**src/rtl/can_irq_pkg.sv**
```systemverilog
package can_irq_pkg;

  localparam int REG_W = 32;
  localparam int LEC_W = 3;
  localparam int NUM_Q = 3;
  localparam int NUM_LINES = 2;

  // flags that follow a plain source edge
  localparam logic [REG_W-1:0] PLAIN_MASK = 32'h244F_FFFF;
  // every implemented flag position
  localparam logic [REG_W-1:0] VALID_MASK = 32'h3FCF_FFFF;

  localparam int BIT_MEM_FAIL  = 17;
  localparam int BIT_PASSIVE   = 23;
  localparam int BIT_WARN      = 24;
  localparam int BIT_BUSOFF    = 25;
  localparam int BIT_PERR_ARB  = 27;
  localparam int BIT_PERR_DATA = 28;

  localparam int OFS_FLAGS = 'h50;
  localparam int OFS_EN    = 'h54;
  localparam int OFS_LSEL  = 'h58;
  localparam int OFS_MODE  = 'h5C;

  typedef enum logic [2:0] {
    RID_NONE,
    RID_FLAGS,
    RID_EN,
    RID_LSEL,
    RID_MODE
  } reg_id_t;

  function automatic int lost_bit(input int q);
    case (q)
      0:       return 3;
      1:       return 7;
      default: return 15;
    endcase
  endfunction

endpackage

```
**src/rtl/can_irq_detect.sv**
```systemverilog
module can_irq_detect
  import can_irq_pkg::*;
(
  input  logic             clk,
  input  logic             rst_n,
  input  logic [REG_W-1:0] src_evt,
  input  logic [NUM_Q-1:0] q_wr_try,
  input  logic [NUM_Q-1:0] q_size_zero,
  input  logic [LEC_W-1:0] lec_arb,
  input  logic [LEC_W-1:0] lec_data,
  input  logic             st_bus_off,
  input  logic             st_warn,
  input  logic             st_passive,
  input  logic             tx_mem_fail,
  output logic [REG_W-1:0] set_vec,
  output logic             tx_fail_rise
);

  logic [REG_W-1:0] evt_prev_q;
  logic [NUM_Q-1:0] zq_now;
  logic [NUM_Q-1:0] zq_prev_q;
  logic [NUM_Q-1:0] zq_rise;
  logic [LEC_W-1:0] arb_prev_q;
  logic [LEC_W-1:0] data_prev_q;
  logic [2:0]       st_now;
  logic [2:0]       st_prev_q;
  logic             txf_prev_q;

  assign zq_now  = q_wr_try & q_size_zero;
  assign zq_rise = zq_now & ~zq_prev_q;
  assign st_now  = {st_bus_off, st_warn, st_passive};
  assign tx_fail_rise = tx_mem_fail & ~txf_prev_q;

  function automatic logic lec_hit(input logic [LEC_W-1:0] cur,
                                   input logic [LEC_W-1:0] prv);
    return (cur != prv) && (cur != '0) && (cur != '1);
  endfunction

  // history of every source, sampled each cycle
  always_ff @(posedge clk or negedge rst_n) begin
    if (!rst_n) begin
      evt_prev_q  <= '0;
      zq_prev_q   <= '0;
      arb_prev_q  <= '0;
      data_prev_q <= '0;
      st_prev_q   <= '0;
      txf_prev_q  <= 1'b0;
    end else begin
      evt_prev_q  <= src_evt;
      zq_prev_q   <= zq_now;
      arb_prev_q  <= lec_arb;
      data_prev_q <= lec_data;
      st_prev_q   <= st_now;
      txf_prev_q  <= tx_mem_fail;
    end
  end

  always_comb begin
    set_vec = (src_evt & ~evt_prev_q) & PLAIN_MASK;
    for (int q = 0; q < NUM_Q; q++) begin
      if (zq_rise[q]) set_vec[lost_bit(q)] = 1'b1;
    end
    if (tx_fail_rise)                   set_vec[BIT_MEM_FAIL]  = 1'b1;
    if (st_now[2] != st_prev_q[2])      set_vec[BIT_BUSOFF]    = 1'b1;
    if (st_now[1] != st_prev_q[1])      set_vec[BIT_WARN]      = 1'b1;
    if (st_now[0] != st_prev_q[0])      set_vec[BIT_PASSIVE]   = 1'b1;
    if (lec_hit(lec_arb, arb_prev_q))   set_vec[BIT_PERR_ARB]  = 1'b1;
    if (lec_hit(lec_data, data_prev_q)) set_vec[BIT_PERR_DATA] = 1'b1;
  end

endmodule

```
**src/rtl/can_irq_flags.sv**
```systemverilog
module can_irq_flags
  import can_irq_pkg::*;
(
  input  logic             clk,
  input  logic             rst_n,
  input  logic [REG_W-1:0] set_vec,
  input  logic [REG_W-1:0] clr_vec,
  output logic [REG_W-1:0] flags_q
);

  for (genvar i = 0; i < REG_W; i++) begin : g_bit
    if (VALID_MASK[i]) begin : g_impl
      logic bit_q;
      logic bit_nxt;
      logic bit_upd;

      assign bit_upd = set_vec[i] | clr_vec[i];

      // a set in the same cycle overrides the clear
      always_comb begin
        bit_nxt = bit_q;
        if (clr_vec[i]) bit_nxt = 1'b0;
        if (set_vec[i]) bit_nxt = 1'b1;
      end

      always_ff @(posedge clk or negedge rst_n) begin
        if (!rst_n) begin
          bit_q <= 1'b0;
        end else if (bit_upd) begin
          bit_q <= bit_nxt;
        end
      end

      assign flags_q[i] = bit_q;
    end else begin : g_rsvd
      assign flags_q[i] = 1'b0;
    end
  end

endmodule

```
**src/rtl/can_irq_regs.sv**
```systemverilog
module can_irq_regs
  import can_irq_pkg::*;
#(
  parameter int ADDR_W = 8
) (
  input  logic              clk,
  input  logic              rst_n,
  input  logic              bus_sel,
  input  logic              bus_wr,
  input  logic [ADDR_W-1:0] bus_addr,
  input  logic [REG_W-1:0]  bus_wdata,
  input  logic [REG_W-1:0]  flags_q,
  input  logic              tx_fail_rise,
  output logic [REG_W-1:0]  bus_rdata,
  output logic [REG_W-1:0]  clr_vec,
  output logic [REG_W-1:0]  en_q,
  output logic [REG_W-1:0]  sel_q,
  output logic              mode_q
);

  localparam int WORD_W = ADDR_W - 2;

  reg_id_t          rid;
  logic             wr_en;
  logic [REG_W-1:0] en_nxt;
  logic [REG_W-1:0] sel_nxt;
  logic             mode_nxt;
  logic             en_upd;
  logic             sel_upd;

  always_comb begin
    rid = RID_NONE;
    if (bus_sel && (bus_addr[1:0] == 2'b00)) begin
      case (bus_addr[ADDR_W-1:2])
        WORD_W'(OFS_FLAGS >> 2): rid = RID_FLAGS;
        WORD_W'(OFS_EN    >> 2): rid = RID_EN;
        WORD_W'(OFS_LSEL  >> 2): rid = RID_LSEL;
        WORD_W'(OFS_MODE  >> 2): rid = RID_MODE;
        default:                 rid = RID_NONE;
      endcase
    end
  end

  assign wr_en   = bus_sel & bus_wr;
  assign clr_vec = (wr_en && rid == RID_FLAGS) ? (bus_wdata & VALID_MASK) : '0;
  assign en_upd  = wr_en && (rid == RID_EN);
  assign sel_upd = wr_en && (rid == RID_LSEL);
  assign en_nxt  = bus_wdata & VALID_MASK;
  assign sel_nxt = bus_wdata & VALID_MASK;

  // hardware failure wins over a software clear of the mode
  always_comb begin
    mode_nxt = mode_q;
    if (wr_en && rid == RID_MODE) mode_nxt = bus_wdata[0];
    if (tx_fail_rise)             mode_nxt = 1'b1;
  end

  always_ff @(posedge clk or negedge rst_n) begin
    if (!rst_n) begin
      en_q <= '0;
    end else if (en_upd) begin
      en_q <= en_nxt;
    end
  end

  always_ff @(posedge clk or negedge rst_n) begin
    if (!rst_n) begin
      sel_q <= '0;
    end else if (sel_upd) begin
      sel_q <= sel_nxt;
    end
  end

  always_ff @(posedge clk or negedge rst_n) begin
    if (!rst_n) begin
      mode_q <= 1'b0;
    end else begin
      mode_q <= mode_nxt;
    end
  end

  always_comb begin
    case (rid)
      RID_FLAGS: bus_rdata = flags_q;
      RID_EN:    bus_rdata = en_q;
      RID_LSEL:  bus_rdata = sel_q;
      RID_MODE:  bus_rdata = {{(REG_W-1){1'b0}}, mode_q};
      default:   bus_rdata = '0;
    endcase
  end

endmodule

```
**src/rtl/can_irq_route.sv**
```systemverilog
module can_irq_route
  import can_irq_pkg::*;
(
  input  logic                 clk,
  input  logic                 rst_n,
  input  logic [REG_W-1:0]     flags_q,
  input  logic [REG_W-1:0]     en_q,
  input  logic [REG_W-1:0]     sel_q,
  output logic [NUM_LINES-1:0] irq_q
);

  logic [REG_W-1:0]     armed;
  logic [NUM_LINES-1:0] line_nxt;

  assign armed = flags_q & en_q;

  for (genvar l = 0; l < NUM_LINES; l++) begin : g_line
    logic [REG_W-1:0] routed;
    if (l == 0) begin : g_l0
      assign routed = armed & ~sel_q;
    end else begin : g_l1
      assign routed = armed & sel_q;
    end
    assign line_nxt[l] = |routed;
  end

  always_ff @(posedge clk or negedge rst_n) begin
    if (!rst_n) begin
      irq_q <= '0;
    end else begin
      irq_q <= line_nxt;
    end
  end

endmodule

```
**src/rtl/can_irq_unit.sv**
```systemverilog
module can_irq_unit
  import can_irq_pkg::*;
#(
  parameter int ADDR_W = 8
) (
  input  logic              clk,
  input  logic              rst_n,
  input  logic              bus_sel,
  input  logic              bus_wr,
  input  logic [ADDR_W-1:0] bus_addr,
  input  logic [31:0]       bus_wdata,
  output logic [31:0]       bus_rdata,
  input  logic [31:0]       src_evt,
  input  logic [2:0]        q_wr_try,
  input  logic [2:0]        q_size_zero,
  input  logic [2:0]        lec_arb,
  input  logic [2:0]        lec_data,
  input  logic              st_bus_off,
  input  logic              st_warn,
  input  logic              st_passive,
  input  logic              tx_mem_fail,
  output logic [1:0]        irq_line,
  output logic              restricted_mode
);

  logic [REG_W-1:0] set_vec;
  logic [REG_W-1:0] clr_vec;
  logic [REG_W-1:0] flags_q;
  logic [REG_W-1:0] en_q;
  logic [REG_W-1:0] sel_q;
  logic             tx_fail_rise;

  can_irq_detect u_detect (
    .clk          (clk),
    .rst_n        (rst_n),
    .src_evt      (src_evt),
    .q_wr_try     (q_wr_try),
    .q_size_zero  (q_size_zero),
    .lec_arb      (lec_arb),
    .lec_data     (lec_data),
    .st_bus_off   (st_bus_off),
    .st_warn      (st_warn),
    .st_passive   (st_passive),
    .tx_mem_fail  (tx_mem_fail),
    .set_vec      (set_vec),
    .tx_fail_rise (tx_fail_rise)
  );

  can_irq_flags u_flags (
    .clk     (clk),
    .rst_n   (rst_n),
    .set_vec (set_vec),
    .clr_vec (clr_vec),
    .flags_q (flags_q)
  );

  can_irq_regs #(.ADDR_W(ADDR_W)) u_regs (
    .clk          (clk),
    .rst_n        (rst_n),
    .bus_sel      (bus_sel),
    .bus_wr       (bus_wr),
    .bus_addr     (bus_addr),
    .bus_wdata    (bus_wdata),
    .flags_q      (flags_q),
    .tx_fail_rise (tx_fail_rise),
    .bus_rdata    (bus_rdata),
    .clr_vec      (clr_vec),
    .en_q         (en_q),
    .sel_q        (sel_q),
    .mode_q       (restricted_mode)
  );

  can_irq_route u_route (
    .clk     (clk),
    .rst_n   (rst_n),
    .flags_q (flags_q),
    .en_q    (en_q),
    .sel_q   (sel_q),
    .irq_q   (irq_line)
  );

endmodule

```
**config.mk**
```make
export PLATFORM = sky130hd
export DESIGN_NAME = can_irq_unit
export DESIGN_NICKNAME = d
export VERILOG_FILES = /design/src/rtl/can_irq_pkg.sv /design/src/rtl/can_irq_detect.sv /design/src/rtl/can_irq_flags.sv /design/src/rtl/can_irq_regs.sv /design/src/rtl/can_irq_route.sv /design/src/rtl/can_irq_unit.sv
export SDC_FILE = /design/constraint.sdc
export NUM_CORES = 1
export LEC_CHECK = 0
export ABC_AREA = 0
export BUFFER_PORTS_ARGS = -buffer_cell sky130_fd_sc_hd__buf_2
export CORE_MARGIN = 2
export CORE_UTILIZATION = 50
export DETAILED_ROUTE_END_ITERATION = 7
export HOLD_SLACK_MARGIN = 0.03
export PLACE_DENSITY = 0.85
export SYNTH_ARGS = -nofsm -noshare
export SYNTH_HDL_FRONTEND = slang
export SYNTH_HIERARCHICAL = 1
export SYNTH_SLANG_ARGS = --single-unit
```
**constraint.sdc**
```tcl
create_clock -name clk -period 1.3 [get_ports clk]
set_input_delay 0.195 -clock clk [delete_from_list [all_inputs] [get_ports clk]]
set_output_delay 0.195 -clock clk [all_outputs]
set_load 0.005 [all_outputs]
```
After elaboration in Yosys (flattened, before gate mapping)
Index checks and enable logic that the tools add are counted.
Widths: inputs -> output; s select.
Operators by class
  reductions and logical operators: 74
  $lt $le $gt $ge: 6
  multiplexer cells: 80
  eq/ne operators: 15
  bitwise operators: 43
Operators with widths (number)
  $mux 30: 4
  $pmux 30 s4: 1
  $ge 32x1->1 const B: 3
  $lt 32x7->1 const B: 3
  $mux 32: 3
  $or 30x30->30: 3
  $mux 1: 67
  $reduce_or 32->1: 2
  $and 30x30->30: 2
  $reduce_bool 2->1: 29
  $reduce_and 2->1: 28
  $and 32x30->32: 1
  $and 32x32->32: 1
  $not 30->32: 1
  $not 30->30: 1
  $or 1x1->1: 28
  $eq 6x5->1 const B: 4
  $demux 1 s5: 3
  $logic_and 1x1->1: 12
  $pmux 3 s4: 1
  $and 3x3->3: 2
  $eq 3x2->1 const B: 2
  $ne 3x3->1: 2
  $ne 3x3->1 const B: 2
  9 further kinds: 13
Word-level totals
  input bits: 92
  register bits: 130
  output and inout bits: 35
  word-level logic and storage cells: 256

Depth between registers and ports, before layout
Gate-level depths: netlist (run 1).
  word-level depth: 16
  mapped depth: 8
  mapped depth without buffers: 5

Cells and area by module
The synthesis (run 1) kept the hierarchy.
Modules (own cells, without submodules)
  can_irq_regs: area an instance 3325.7 µm², sequential area each 1426.4 µm², cells an instance 303, instances 1
  can_irq_detect: area an instance 1322.5 µm², sequential area each 900.9 µm², cells an instance 102, instances 1
  can_irq_flags: area an instance 1260.0 µm², sequential area each 700.7 µm², cells an instance 117, instances 1
  can_irq_route: area an instance 534.3 µm², sequential area each 50.0 µm², cells an instance 97, instances 1

Worst setup path after synthesis (run 1)
OpenSTA, ideal clock, no wires.
  path type: input port to flip-flop
  start: input bus_addr[0]
  end: register u_flags.g_bit[10].g_impl.bit_q
  stages on the path: 8
  library setup time: 0.118 ns
  buffers on the path: 3
  data required time: 1.182 ns
  slack: -0.240 ns
  data arrival time: 1.422 ns
  cells stage by stage: nor4bb_1 > buf_2 > and4_1 > buf_2 > clkbuf_2 > and2_1 > inv_1 > a21o_1
On the way
  longest elaborated chain between the ends: 8
  elaborated cells on any way between the ends: 9
  those cells by class: eq/ne: 1; mux: 2; bitwise: 1; reduce/logical: 5
RTL lines
  from (decl): line can_irq_unit.sv:10  | input logic [ADDR_W-1:0] bus_addr,
  $logic_not 2->1 (*): line can_irq_regs.sv:33  | if (bus_sel && (bus_addr[1:0] == 2'b00)) begin
  $logic_and 1x1->1 (*): line can_irq_regs.sv:33
  $mux 3 (*): line can_irq_regs.sv:33
  $eq 3x1->1 (*): line can_irq_regs.sv:45  | assign clr_vec = (wr_en && rid == RID_FLAGS) ? (bus_wdata & VALID_MASK) : '0;
  $logic_and 1x1->1 (*): line can_irq_regs.sv:45
  $mux 30 (*): line can_irq_regs.sv:45
  via clr_vec[10]: line can_irq_unit.sv:27  | logic [REG_W-1:0] clr_vec;
  $reduce_bool 2->1 (no line) or $or 1x1->1 (tied branches)
  $reduce_and 2->1 (no line) (*)
  to (signal assigned): line can_irq_flags.sv:30  | bit_q <= bit_nxt;
  to (decl): line can_irq_flags.sv:13  | logic bit_q;
The timed path passes the listed nets; every way through them passes the cells marked *.
A chain may end at the register's enable or synchronous reset.

Worst setup path in the final report (run 1)
  start: register u_regs.mode_q
  end: output bus_rdata[0]
On the way
  longest elaborated chain between the ends: 1
RTL lines
  from (decl): line can_irq_regs.sv:18  | output logic mode_q
  from (signal assigned): line can_irq_regs.sv:78  | mode_q <= mode_nxt;
  $pmux 30 s4: line can_irq_regs.sv:83  | case (rid)
  to (decl): line can_irq_unit.sv:12  | output logic [31:0] bus_rdata,
Every way passes these cells.

==> metrics.txt, run 1 <==
status=finished, violations left; violated checks=negative setup slack; CP required=1110 ps; Core ar.=around 13000 um2; total clock sinks=between 100 and 150; type of origin of the critical path=register; min-delay worst type=input pin to register; synthesized instance count=610; Syn Area/Cell=about 10 um2; mapped cell area=6380 um2; CTS tree=yes; routed len/inst=about 19 um; Initial Utilization=0.510; Final Cycle Share=1.33; Port Buffers=around 110; clock buffer depth=2; Nets=~930; largest net degree at the start of global routing=88; initial antenna violation count=0; leakage power=roughly 4.2 nW; grt total ovfl=0; Hold WS=around 43 ps; htree depth=4; Fmax achieved=around 0.58 GHz; clock skew=roughly 5.6 ps; Buf/Inv on CP=1; CTS Buf Count=17; DP HPWL=about 11000 um; max-slew violations=0; vias per cell=around 5.4; routability cong.=~0.85; Max VDD drop=approximately 0.90 mV; CP Cell Sequence=mux4_2, and3_4, buf_6; Top Ports=roughly 130; max incr delay on CP=470 ps; pwr dens=1010 nW/um2; crit end category=output port; RSZ-0062 raised after global routing=true; final WL=between 15000 and 20000 um; vias in the first global route=between 5000 and 6000; layout cells sized above 1=0.454; Crit Path Category=register to output port; Sequential Area=about 3000 um2; Worst Path Arrival=about 1500 ps; # setup viols final=33; CP top delay family=multiplexers; Die W=117 um; GR Util All Layers=0.269; via count=between 5000 and 6000; drt initial violations=roughly 380; Fill cells=roughly 850; yosys warns=6; # DRC=0; Synth-to-Final Area Change=40.3%; worst skew pair latency=410 ps; root buffer cell=clkbuf_16; Worst-path clk slew=50 ps; DIE HEIGHT=approximately 120 um; Total Die Area=roughly 14000 um2; fin crit period=roughly 1700 ps; setup TNS=-7520 ps; Post-DRT Antenna Nets=0; multi-input logic area=roughly 3100 um2; first-pass GRT wire length=~28000 um; Slowest-stage cell, CP=mux4_2; setup ws final=-423 ps; final hold vios=0; row cnt=41; first-pass detailed-route iteration total=8; CP Max Fanout=2; max_cap viols=0
-- flip-flops by register name (all words and copies together), names as in the netlist --
signal and flops:
u_flags/g_bit.g_impl.bit_q 28, u_regs/en_q 28, u_regs/sel_q 28, u_detect/evt_prev_q 23, u_detect/arb_prev_q 3, u_detect/data_prev_q 3, u_detect/st_prev_q 3, u_detect/zq_prev_q 3
u_route/irq_q 2, u_detect/txf_prev_q 1, u_regs/mode_q 1
-- metal layers --
metal | vias to the layer above | share of wire | GRT usage
met1 | 2701 | 0.40 | 0.320
li1 | 2504 | - | -
met2 | 258 | 0.51 | 0.466
met5 | - | 0 | 0
met4 | 0 | 0.031 | 0.121
met3 | 59 | 0.064 | 0.0628
-- worst paths after layout --
kind	endpoint	from	slack (ps)	depth (start not counted)
setup / recovery	bus_rdata[0]	u_regs/mode_q$_DFFE_PN0P_	-420	3
hold / removal	u_regs/en_q[7]$_DFFE_PN0P_	bus_wdata[7]	40	2
setup reg to reg	u_flags/g_bit[28].g_impl.bit_q$_DFFE_PN0P_	u_detect/data_prev_q[1]$_DFF_PN0_	-170	4
hold reg to reg	u_flags/g_bit[2].g_impl.bit_q$_DFFE_PN0P_	u_flags/g_bit[2].g_impl.bit_q$_DFFE_PN0P_	510	1
max in group asynchronous	u_regs/en_q[13]$_DFFE_PN0P_	rst_n	550	3
min in group asynchronous	u_regs/sel_q[28]$_DFFE_PN0P_	rst_n	350	3
-- cells in the final DEF (no fill, tap or decap), types with 9 or more instances in the layout --
| master | count |
|---|---|
| a21o_1 | 29 |
| a21oi_2 | 24 |
| and2_1 | 29 |
| buf_12 | 9 |
| buf_2 | 107 |
| buf_4 | 91 |
| clkbuf_16 | 18 |
| conb_1 | 12 |
| dfrtp_1 | 123 |
| dlygate4sd3_1 | 41 |
| inv_1 | 35 |
| mux2_2 | 55 |
| mux2i_1 | 28 |
| nand2_1 | 58 |
| nand3_1 | 31 |
| nand4_1 | 12 |
| nor2b_1 | 21 |
| o22ai_1 | 14 |
| or2_4 | 27 |
-- area by class of cell --
type                       count  area share
antenna                        1    0.000280
sequential                   123       0.344
multi-input combinational    402       0.348
inverter                      35      0.0147
clock inverter                 4     0.00224
tap                          172      0.0240
timing repair buffer         255       0.213
clock buffer                  22      0.0541
-- worst register-to-register path, stage by stage, from the launching register on --
cell and delay, ps:
dfrtp_1 420, or4b_4 520, a31oi_4 210, a211oi_2 50
a21o_1 160
-- power by group --
part | switching [W] | leakage [nW] | internal (W)
Combinational | 0.000449 | 2.43 | 0.000476
Sequential | 0.0000557 | 1.48 | 0.00393
Clock | 0.00157 | 0.255 | 0.00255
-- per-stage QoR --
step	cell area (um2)	setup slack (ps)	std cells	util	power (W)
final	8950	-423	1014	0.715	0.00903
after floorplan	6470	-164	620	-	0.00435
after global placement	7160	-335	880	0.572	0.00469
after CTS	8660	-427	997	0.692	0.00898
after global routing	8950	-460	1013	0.715	0.00932
after detailed placement	7160	-346	880	0.572	0.00473
-- repair_timing --
action / 4_1_cts / 5_1_grt
gates resized for setup: 60 / 30
setup endpoints to repair: 31 / 34
pin swaps: 39 / 36
cloned: 0 / 1
endpoints found under the hold margin: 160 / 0
hold buffers: 41 / 0
buffers inserted: 51 / 19
(Power assumes the default switching activity.)
==> run 2, diff against run 1 <==
Settings changed: SKIP_CTS_REPAIR_TIMING set to 1, TNS_END_PERCENT set to 5.
Clock period 1.3 ns to 1.5 ns, I/O delays scaled along.
==> run 2 against run 1 <==
Compared with the run above: the run still ends with negative setup slack left; non-clock buffer count is 74 lower; first-iteration DRC count is 38% lower; global-route usage fell by 3.6 points; utilization is 5.4 points lower; worst setup slack gained 140 ps; via count down 10%; routed wire length fell by 15%; count of clock-buffer cells in the layout up 2; sequential cell count stayed put; power fell by 7.0%; combinational power decreased by 26%; critical path depth is 1 higher; largest cell class is now sequential cells.
==> metrics.txt, run 2 (synthesis results as in run 1) <==
row cnt=between 40 and 50; Fmax achieved=roughly 0.56 GHz; leakage power=3.81 nW; register share of total power=0.411; routability cong.=0.843; Crit path depth=4; min-delay worst type=input pin to register; first-pass GRT wire length=around 24000 um; htree depth=4; type of origin of the critical path=register; Ant. Diodes=0; final WL=approximately 16000 um; placed cell count=around 870; CP Capture Point=bus_rdata[1]; max-slew violations=0; Final Cycle Share=1.19; FF-to-FF path depth=4; CP Max Fanout=4; placed instance area=~7100 um2; final non-filler cell total=approximately 950; # DRC=0; Slowest-stage cell, CP=dfrtp_1; pwr dens=1020 nW/um2; P_sw=approximately 0.0018 W; Core ar.=12500 um2; FF-to-FF setup slack=-100 ps; Worst-path clk slew=~50 ps; initial antenna violation count=1; vias in the first global route=4933; Logic pwr share=0.082; Final Power=between 0.008 and 0.009 W; RSZ-0062 raised after global routing=true; DP HPWL=roughly 11000 um; Die W=approximately 120 um; violated checks=negative setup slack; Port Buffers=about 110; most common cell after layout, fill and taps aside=dfrtp_1; CTS tree=yes; Initial Utilization=0.510; critical path startpoint=u_flags/g_bit[1].g_impl.bit_q$_DFFE_PN0P_; setup ws final=-282 ps; Worst Path Arrival=~1600 ps; clock buffer depth=2; hold wc startpoint=q_size_zero[2]; largest net degree at the start of global routing=39; grt total ovfl=0; Max VDD drop=roughly 0.73 mV; worst slack at placement=-211 ps; # setup viols final=29; Buf/Inv on CP=1; CTS Buf Count=17; final hold vios=0; Largest regs=u_flags/g_bit.g_impl.bit_q: 28 flops, u_regs/en_q: 28 flops, u_regs/sel_q: 28 flops; max incr delay on CP=400 ps; Clock Power Share=0.507; most frequent cells in the layout=122 x dfrtp_1, 107 x buf_2, 63 x nand2_1; status=finished, violations left; Post-DRT Antenna Nets=0; Synth-to-Final Area Change=29.6%; Reg-to-Reg End=u_flags/g_bit[27].g_impl.bit_q$_DFFE_PN0P_; CP Cell Sequence=mux2i_1, or2_2, a21oi_2, buf_2; layout cells sized above 1=0.384; Reg2Reg Launch Point=u_detect/arb_prev_q[1]$_DFF_PN0_; GR Util All Layers=0.233; first-pass detailed-route iteration total=4; Switching Fraction=0.213; Hold WS=17.9 ps; Nets=852; Int Pwr=around 0.0066 W; root buffer cell=clkbuf_16; fin crit period=between 1500 and 2000 ps; DIE HEIGHT=approximately 120 um; max_cap viols=0; Top Ports=~130; Fill cells=between 900 and 1000; Crit Path Category=register to output port; via count=just under 5000; CP top delay family=flip-flops; worst skew pair latency=~400 ps; total clock sinks=123; vias per cell=roughly 5.2; CP required=between 1000 and 1500 ps; cell area after layout=between 8000 and 9000 um2; drt initial violations=approximately 240; Total Die Area=between 10000 and 15000 um2; clock skew=between 4 and 5 ps; routed len/inst=approximately 17 um; crit end category=output port
## run 2: cell count changes in the layout (fill, tap and decap cells not counted), moves of 6 or more
cell / change
dlygate4sd3_1: -6
or2_4: -26
buf_4: -63
or2_2: +26
## run 2: routing by layer
metal  share of wire  up-vias  global-route usage
met5         0.00081        -                   0
met3           0.059       44              0.0726
met1            0.42     2388               0.280
li1                -     2361                   -
met2            0.49      157               0.377
met4           0.033        2               0.125
## run 2: stage by stage
stage               TNS (ps)  utilization
floorplan              -26.3            -
global placement      -17750        0.569
detailed placement    -15010        0.569
CTS                    -6420        0.618
global route           -6870        0.661
finish                 -5060        0.661
## run 2: worst min-delay path by stage
stage,endpoint,slack [ps],cells after the start
3_3_place_gp,u_detect/st_prev_q[2]$_DFF_PN0_,160,1
6_report,u_detect/zq_prev_q[2]$_DFF_PN0_,20,3
3_5_place_dp,u_detect/zq_prev_q[0]$_DFF_PN0_,170,1
2_1_floorplan,u_detect/arb_prev_q[0]$_DFF_PN0_,-70,0
4_1_cts,u_detect/evt_prev_q[4]$_DFF_PN0_,-280,1
5_1_grt,u_regs/sel_q[26]$_DFFE_PN0P_,60,2
## run 2: layout make-up
type	instances	area, um2	area share
Tap cell	172	215	0.0260
Multi-Input combinational cell	402	2930	0.355
Clock buffer	24	472	0.0571
Inverter	35	131	0.0159
Clock inverter	8	140	0.0169
Timing Repair Buffer	181	1300	0.157
Sequential cell	123	3080	0.372
## run 2: tightest hold or removal path: stages
cell     delay [ps]
buf_2            70
nand2_1          50
inv_1            50
## run 2: power by group through the flow
| stage | Combinational, W | Clock (W) | Sequential [W] |
|---|---|---|---|
| after floorplan | 0.000274 | 0 | 0.00349 |
| after global placement | 0.000562 | 0 | 0.00350 |
| after detailed placement | 0.000586 | 0 | 0.00351 |
| after CTS | 0.000592 | 0.00432 | 0.00345 |
| after global routing | 0.000751 | 0.00451 | 0.00346 |
| final | 0.000686 | 0.00426 | 0.00345 |
==> run 3, diff against run 2 <==
Settings changed: MAX_ROUTING_LAYER set to met4.
==> run 3 against run 2 <==
Compared with the run above: the run still ends with negative setup slack left; worst setup slack improved by 3.9 ps; die area unchanged; first-iteration DRC count increased by 8.4%; final cell count unchanged; sequential power about the same; largest cell class unchanged.
==> metrics.txt, run 3 (synthesis results as in run 1) <==
first-pass detailed-route iteration total=5; Total Die Area=around 14000 um2; CP Cell Sequence=mux2i_1, or2_2, a21oi_2, buf_2; routed len/inst=around 17 um; Final Cycle Share=1.19; Core ar.=between 10000 and 15000 um2; clock skew=4.58 ps; CTS tree=yes; # DRC=0; placed instance area=7120 um2; Max VDD drop=0.731 mV; max_cap viols=0; most frequent cells in the layout=122 x dfrtp_1, 107 x buf_2, 63 x nand2_1; most common cell after layout, fill and taps aside=dfrtp_1; vias in the first global route=4928; DP HPWL=approximately 11000 um; RSZ-0062 raised after global routing=true; initial antenna violation count=1; total clock sinks=~120; Post-DRT Antenna Nets=0; Slowest-stage cell, CP=dfrtp_1; CP required=between 1000 and 1500 ps; routability cong.=between 0.8 and 0.9; final WL=16000 um; root buffer cell=clkbuf_16; vias per cell=between 5 and 6; Fmax achieved=roughly 0.56 GHz; Die W=roughly 120 um; setup ws final=-278 ps; worst skew pair latency=between 400 and 500 ps; Initial Utilization=0.510; Buf/Inv on CP=1; largest net degree at the start of global routing=39; layout cells sized above 1=0.385; setup TNS=-5030 ps; status=finished, violations left; Worst Path Arrival=1550 ps; first-pass GRT wire length=between 20000 and 25000 um; final hold vios=0; max incr delay on CP=roughly 400 ps; worst slack at placement=-211 ps; grt total ovfl=0; Top Ports=approximately 130; Largest regs=u_flags/g_bit.g_impl.bit_q: 28 flops, u_regs/en_q: 28 flops, u_regs/sel_q: 28 flops; Fill cells=between 900 and 1000; DIE HEIGHT=around 120 um; Port Buffers=roughly 110; Final Power=between 0.008 and 0.009 W; GR Util All Layers=0.240; CTS Buf Count=17; violated checks=negative setup slack; leakage power=3.81 nW; Hold WS=between 15 and 20 ps; Synth-to-Final Area Change=29.5%; fin crit period=between 1500 and 2000 ps; clock buffer depth=2; max-slew violations=0; drt initial violations=between 200 and 300; htree depth=4; crit end category=output port; via count=a little under 5000; CP Max Fanout=4; CP top delay family=flip-flops; Worst-path clk slew=~50 ps; Nets=roughly 850; Crit Path Category=register to output port; # setup viols final=29; min-delay worst type=input pin to register; type of origin of the critical path=register; row cnt=41; cell area after layout=about 8300 um2; pwr dens=approximately 1000 nW/um2
==> run 3: metal layers <==
metal | up-vias | part of all wire | routed length [um] | GRT usage
met5 | - | 0 | 0 | -
met4 | 0 | 0.027 | 428 | 0.115
met3 | 32 | 0.063 | 1000 | 0.0721
met2 | 155 | 0.49 | 7880 | 0.378
met1 | 2393 | 0.42 | 6690 | 0.283
li1 | 2364 | - | - | -
==> run 3: final cells by class <==
| class | count | area [um2] | area share |
|---|---|---|---|
| Clock inverter | 8 | 140 | 0.0170 |
| Sequential cell | 123 | 3080 | 0.373 |
| Timing Repair Buffer | 180 | 1290 | 0.156 |
| Clock buffer | 24 | 472 | 0.0571 |
| Tap cell | 172 | 215 | 0.0261 |
| Inverter | 35 | 131 | 0.0159 |
| Multi-Input combinational cell | 402 | 2930 | 0.355 |
| Antenna cell | 1 | 2.50 | 0.000303 |
==> run 3: stage by stage <==
step / cells / util
2_1_floorplan: 620 / -
3_3_place_gp: 873 / 0.569
3_5_place_dp: 873 / 0.569
4_1_cts: 905 / 0.618
5_1_grt: 945 / 0.660
6_report: 945 / 0.660
==> run 3: power breakdown <==
| part | switching [W] | internal, W | leakage, nW |
|---|---|---|---|
| Clock | 0.00140 | 0.00285 | 0.302 |
| Combinational | 0.000336 | 0.000347 | 2.02 |
| Sequential | 0.0000498 | 0.00340 | 1.48 |
| Total | 0.00179 | 0.00660 | 3.81 |
==> run 3: path summary, 6_finish.rpt <==
| kind | slack (ps) | depth (start not counted) | endpoint | from |
|---|---|---|---|---|
| max | -280 | 4 | bus_rdata[1] | u_flags/g_bit[1].g_impl.bit_q$_DFFE_PN0P_ |
| min | 20 | 3 | u_detect/zq_prev_q[2]$_DFF_PN0_ | q_size_zero[2] |
| max reg2reg | -100 | 4 | u_flags/g_bit[27].g_impl.bit_q$_DFFE_PN0P_ | u_detect/arb_prev_q[1]$_DFF_PN0_ |
| min reg2reg | 530 | 1 | u_flags/g_bit[0].g_impl.bit_q$_DFFE_PN0P_ | u_flags/g_bit[0].g_impl.bit_q$_DFFE_PN0P_ |
| max in group asynchronous | 660 | 3 | u_regs/sel_q[8]$_DFFE_PN0P_ | rst_n |
| min in group asynchronous | 260 | 2 | u_detect/evt_prev_q[5]$_DFF_PN0_ | rst_n |
==> run 3: worst reg2reg max path: stages (launching register included) <==
cell      delay [ps]
dfrtp_1          420
or4b_2           650
a31oi_1          190
a211oi_1          80
a21o_1           160
